### src/rtl/qbm_pkg.sv
package qbm_pkg;
  typedef enum logic [1:0] {
    ARM_LOW  = 2'd0,
    ARM_HIGH = 2'd1,
    RUN      = 2'd2
  } qbmState_t;

  typedef struct packed {
    logic countEn;
    logic latch;
  } qbmStrobe_t;
endpackage

### src/rtl/qbm_sync.sv
module qbm_sync #(
  parameter int WIDTH  = 2,
  parameter int STAGES = 2
) (
  input  logic             clk,
  input  logic             rstN,
  input  logic [WIDTH-1:0] asyncIn,
  output logic [WIDTH-1:0] syncOut
);
  logic [STAGES-1:0] chain [WIDTH];

  for (genvar b = 0; b < WIDTH; b++) begin : g_bit
    always_ff @(posedge clk or negedge rstN) begin
      if (!rstN) chain[b] <= '0;
      else       chain[b] <= {chain[b][STAGES-2:0], asyncIn[b]};
    end
    assign syncOut[b] = chain[b][STAGES-1];
  end
endmodule

### src/rtl/qbm_ctrl.sv
module qbm_ctrl
  import qbm_pkg::*;
#(
  parameter int CNT_W = 32
) (
  input  logic             clk,
  input  logic             rstN,
  input  logic             qSync,
  input  logic [CNT_W-1:0] gateLen,
  output qbmStrobe_t       strobe
);
  qbmState_t        state, stateNext;
  logic [CNT_W-1:0] gatePos, posNow;
  logic             counting, lastCycle;

  always_comb begin
    counting = (state == RUN) || (state == ARM_HIGH && qSync);
    posNow   = (state == RUN) ? gatePos : '0;
    lastCycle = counting && (({1'b0, posNow} + 1'b1) >= {1'b0, gateLen});
    strobe.countEn = counting;
    strobe.latch   = lastCycle;
    stateNext = state;
    case (state)
      ARM_LOW:  if (!qSync) stateNext = ARM_HIGH;
      ARM_HIGH: if (qSync)  stateNext = RUN;
      default:  stateNext = RUN;
    endcase
  end

  always_ff @(posedge clk or negedge rstN) begin
    if (!rstN) begin
      state   <= ARM_LOW;
      gatePos <= '0;
    end else begin
      state <= stateNext;
      if (counting) gatePos <= lastCycle ? '0 : posNow + 1'b1;
    end
  end
endmodule

### src/rtl/qbm_datapath.sv
module qbm_datapath
  import qbm_pkg::*;
#(
  parameter int CNT_W = 32
) (
  input  logic             clk,
  input  logic             rstN,
  input  logic             iSync,
  input  logic             qSync,
  input  qbmStrobe_t       strobe,
  output logic [CNT_W-1:0] cntSame,
  output logic [CNT_W-1:0] cntDiff,
  output logic             valid
);
  logic [CNT_W-1:0] accSame, accDiff, sumSame, sumDiff;
  logic             incSame, incDiff;

  always_comb begin
    incSame = strobe.countEn && (iSync == qSync);
    incDiff = strobe.countEn && (iSync != qSync);
    sumSame = accSame + CNT_W'(incSame);
    sumDiff = accDiff + CNT_W'(incDiff);
  end

  always_ff @(posedge clk or negedge rstN) begin
    if (!rstN) begin
      accSame <= '0;
      accDiff <= '0;
      cntSame <= '0;
      cntDiff <= '0;
      valid   <= 1'b0;
    end else begin
      valid <= strobe.latch;
      if (strobe.latch) begin
        cntSame <= sumSame;
        cntDiff <= sumDiff;
        accSame <= '0;
        accDiff <= '0;
      end else begin
        accSame <= sumSame;
        accDiff <= sumDiff;
      end
    end
  end
endmodule

### src/rtl/quad_balance_meter.sv
module quad_balance_meter
  import qbm_pkg::*;
#(
  parameter int CNT_W     = 32,
  parameter int SYNC_DEPTH = 2
) (
  input  logic             clk,
  input  logic             rstN,
  input  logic             iIn,
  input  logic             qIn,
  input  logic [CNT_W-1:0] gateLen,
  output logic [CNT_W-1:0] cntSame,
  output logic [CNT_W-1:0] cntDiff,
  output logic             valid
);
  logic [1:0] pairSync;
  logic       iSync, qSync;
  qbmStrobe_t strobe;

  qbm_sync #(.WIDTH(2), .STAGES(SYNC_DEPTH)) u_sync (
    .clk(clk), .rstN(rstN), .asyncIn({qIn, iIn}), .syncOut(pairSync)
  );
  assign iSync = pairSync[0];
  assign qSync = pairSync[1];

  qbm_ctrl #(.CNT_W(CNT_W)) u_ctrl (
    .clk(clk), .rstN(rstN), .qSync(qSync), .gateLen(gateLen), .strobe(strobe)
  );

  qbm_datapath #(.CNT_W(CNT_W)) u_dp (
    .clk(clk), .rstN(rstN), .iSync(iSync), .qSync(qSync), .strobe(strobe),
    .cntSame(cntSame), .cntDiff(cntDiff), .valid(valid)
  );
endmodule

### config.mk
export PLATFORM = sky130hd
export DESIGN_NAME = quad_balance_meter
export DESIGN_NICKNAME = d
export VERILOG_FILES = /design/src/rtl/qbm_pkg.sv /design/src/rtl/qbm_sync.sv /design/src/rtl/qbm_ctrl.sv /design/src/rtl/qbm_datapath.sv /design/src/rtl/quad_balance_meter.sv
export SDC_FILE = /design/constraint.sdc
export NUM_CORES = 1
export LEC_CHECK = 0
export CORE_MARGIN = 5
export CORE_UTILIZATION = 52
export CTS_BUF_LIST = sky130_fd_sc_hd__clkbuf_2 sky130_fd_sc_hd__clkbuf_4 sky130_fd_sc_hd__clkbuf_8
export DETAILED_ROUTE_END_ITERATION = 7
export GPL_TIMING_DRIVEN = 1
export PLACE_DENSITY = 0.78
export SYNTH_ARGS = -nofsm -noshare
export SYNTH_HDL_FRONTEND = slang
export SYNTH_SLANG_ARGS = --single-unit
### constraint.sdc
create_clock -name clk -period 4.9 [get_ports clk]
set_clock_uncertainty 0.2 [all_clocks]
set_input_delay 0.98 -clock clk [delete_from_list [all_inputs] [get_ports clk]]
set_output_delay 0.98 -clock clk [all_outputs]
set_load 0.01 [all_outputs]
==> flow_summary.json <==
{
  "count_of_distinct_cell_types_in_the_synthesized_netlist": 49,
  "critical_path.endpoint_type": "flop",
  "outcome": "complete, no violations",
  "cp-start-kind": "flop",
  "timing.critical_path.slowest_stage_cell": "dfrtp_1",
  "final_max_slew_viol_count": 0,
  "peakVddDrop_v": 0.000333,
  "grt.met3_usage_pct": 3.52,
  "cpLargestDelayFamily": "simple AND/OR/NAND/NOR gates",
  "timing.critical_path.cells": "nor2b_2 > and2_1 > ha_1 > nand3_2 > nor4_4 > buf_4 > and2_1 > nand4_1 > xor2_1 > nor2_1 > ha_1 > a21o_1 > a21o_1 > a211oi_2 > nand4_1 > a32oi_4 > buf_12 > inv_2 > buf_12 > nor2_1",
  "avgViaCountPerCell": 5.26,
  "postPlaceCellArea_sq_um": 9580,
  "die_width_um": 136,
  "nNetsFinal": 1046,
  "layer_carrying_the_most_global_route_usage": "met2",
  "gr-usage-all-layers_pct": 19.8,
  "worst-setup-path-type": "flop to flop",
  "drtIter0Drc": 441,
  "required_ps": 5080,
  "maxClockFrequency_mhz": 217,
  "initial_antenna_violation_count": 0,
  "synthArstFlopShare_pct": 100,
  "synth_enable_flop_cells": 0,
  "worstHoldPathType": "flop to flop",
  "rsz_0062_raised_after_global_routing": "false",
  "grt_pass1_wl_um": 29400,
  "dpl_worst_slack_ps": 230,
  "via_count": 6319,
  "synth.area.top_cells": "dfrtp_1 51%, ha_1 5.6%, nor2_1 5.4%",
  "clock_latency_ps": 450,
  "timing_hold_violations_final": 0,
  "setup_viol_count_final": 0,
  "coreArea_sq_um": 15800,
  "post-route-period-util_pct": 93.9,
  "power_density_nw_per_um2": 502,
  "rows": 46,
  "final_critical_path_setup_slack_ps": 300,
  "use_met1_pct": 26.4,
  "design.die.area_sq_um": 18500,
  "initial_utilization_pct": 52.4,
  "max-cap-violations": 0,
  "timing.critical_path.fanout_max": 61,
  "antenna_violating_nets_post_route": 0,
  "power_leakage_nw": 4.57,
  "io-pin-count": 101,
  "synth-warning-count": 0,
  "clock_path_buffers": 2,
  "synth.largest_area_cell": "dfrtp_1",
  "final_area_sq_um": 10100,
  "synth_sequential_area_ratio_pct": 50.5,
  "route.detailed.drc": 0,
  "timing.slew.headroom_pct": 41.0,
  "worst_r2r_path_depth": 20,
  "synth.most_common_cell": "dfrtp_1",
  "critical_path_arrival_ps": 4780,
  "synthesis.instances": 869,
  "synth_top_area_share_pct": 50.5,
  "cts_num_sinks": 167,
  "syn-num-nets": 942,
  "groute.layer.met2.usage_pct": 32.3,
  "min_delay_path_depth": 0,
  "yosys_register_bits": 167,
  "synthesis.area_sq_um": 8270,
  "most_used_standard_cells_in_the_synthesized_netlist": "167 x dfrtp_1, 118 x nor2_1, 112 x nand2_1, 49 x o21ai_0, 48 x inv_1",
  "tritoncts_buffers": 17,
  "slew_at_the_pin_with_the_worst_max_slew_slack_ps": 885,
  "fin_total_pwr_mw": 5.08,
  "cts-hold-fix-buffers": 0,
  "htree_num_levels": 4,
  "worstHoldStart": "u_sync.chain[0]",
  "gp_congestion": 0.892,
  "wire_per_inst_um": 14.7,
  "worstReg2RegStart": "u_ctrl.state[0]",
  "port_buf_inserts": 100,
  "maximum_number_of_pins_on_one_net_before_global_route_repair": 94,
  "clk_pin_slew_ps": 80,
  "filler_cell_count": 1310,
  "area.growth.synth_to_final_pct": 22.5,
  "global_route.overflow_total": 0,
  "routed_wl_um": 17700,
  "hold-path-endpoint": "u_sync.syncOut[1]",
  "diodes": 0,
  "dieHeight_um": 136,
  "timing.setup.tns_ps": 0,
  "cts_tree": "done",
  "critical_path_buf_inv_count": 4,
  "timing.critical_path.slowest_cell_delay_ps": 450,
  "dp.final_hpwl_um": 12400,
  "dr.pass1.iters": 4,
  "grt_pass1_vias": 6217,
  "postSynth.topFlopCell": "dfrtp_1",
  "postSynthAreaPerCell_sq_um": 9.52,
  "cts_root_cell": "clkbuf_8",
  "reg2reg_slack_ps": 300,
  "crit-reg2reg-capture": "u_dp.accDiff[24]",
  "final_layout_size_suffix_gt1_share_pct": 7.71,
  "crit_path_time_final_ps": 4600
}
==> placed cells by master (no fill, tap or decap), types with 2 or more instances in the layout <==
cell type / n
a211oi_1: 2
a21o_1: 2
a21oi_1: 18
a22o_1: 24
a22oi_1: 2
a31oi_1: 2
and2_1: 10
and3_1: 10
and4_1: 4
buf_12: 3
buf_4: 14
bufinv_16: 4
clkbuf_16: 2
clkbuf_8: 21
clkdlybuf4s50_1: 99
clkinv_2: 2
clkinv_4: 2
clkinvlp_4: 3
dfrtp_1: 167
ha_1: 37
inv_1: 48
mux2_4: 4
nand2_1: 112
nand2b_1: 2
nand3_1: 39
nand3_2: 3
nand3b_1: 2
nand4_1: 26
nor2_1: 117
nor2b_1: 2
nor3_1: 15
nor4_1: 5
nor4_2: 2
o21ai_0: 49
o21ai_1: 21
or2_2: 3
xnor2_1: 47
xor2_1: 40
==> kinds of logic after synthesis <==
kind of cell | count (synthesis) | share of synthesized area, %
simple gates | 360 | 20.3
flops | 167 | 50.5
compound gates | 129 | 9.46
xor+xnor | 87 | 9.21
buf+inv | 84 | 4.09
fa+ha+maj | 37 | 5.60
mux | 5 | 0.847
==> flip-flops by register name, summed over array words and instances (netlist names) <==
signal,flops
u_dp.valid,1
u_ctrl.state,2
u_dp.cntDiff,32
u_sync.syncOut,2
u_ctrl.gatePos,32
u_dp.accDiff,32
u_dp.cntSame,32
u_sync.chain,2
u_dp.accSame,32
==> layer usage <==
layer	share of wire, %	wire length [um]	up-vias
li1	-	-	3143
met1	45	7940	3034
met2	49	8700	120
met3	4.0	709	22
met4	2.0	352	0
met5	0	0	-
==> metrics by stage <==
step | utilization (%) | hold slack [ps] | instances
2_1_floorplan | - | 131 | 869
3_3_place_gp | 60.8 | 133 | 1166
3_5_place_dp | 60.8 | 135 | 1166
4_1_cts | 63.7 | 164 | 1198
5_1_grt | 64.2 | 172 | 1202
6_report | 64.2 | 159 | 1202
==> worst max path at each step <==
| stage | depth (start not counted) | slack (ps) | from | to |
|---|---|---|---|---|
| finish | 20 | 300 | u_ctrl.state[0] | u_dp.accDiff[24] |
| floorplan | 21 | 150 | u_ctrl.state[1] | u_dp.cntDiff[0] |
| global route | 20 | 40 | u_ctrl.state[0] | u_dp.accSame[9] |
| CTS | 19 | 190 | u_ctrl.state[0] | u_dp.cntSame[29] |
| global placement | 19 | 350 | u_ctrl.state[0] | u_dp.cntSame[28] |
| detailed placement | 19 | 230 | u_ctrl.state[0] | u_dp.cntSame[28] |
==> power by group <==
part	switching, mW	internal, mW	leakage, nW
Combinational	0.809	0.850	2.27
Sequential	0.422	1.90	2.08
Clock	0.488	0.609	0.224
==> layout make-up <==
cell class,count,area (sq um),share of cell area [%]
clock buffer,21,289,2.85
clock inverter,11,170,1.68
inverter,49,184,1.82
multi-input combinational,618,3790,37.4
sequential,167,4180,41.3
tap,216,270,2.67
timing repair buffer,120,1240,12.3
==> timing repair <==
item,in CTS,in global routing
resized for setup,0,5
hold endpoints to repair,0,0
buffers inserted,0,2
endpoints found under the setup margin,0,118
No activity file was read; power rests on OpenSTA's default activity.
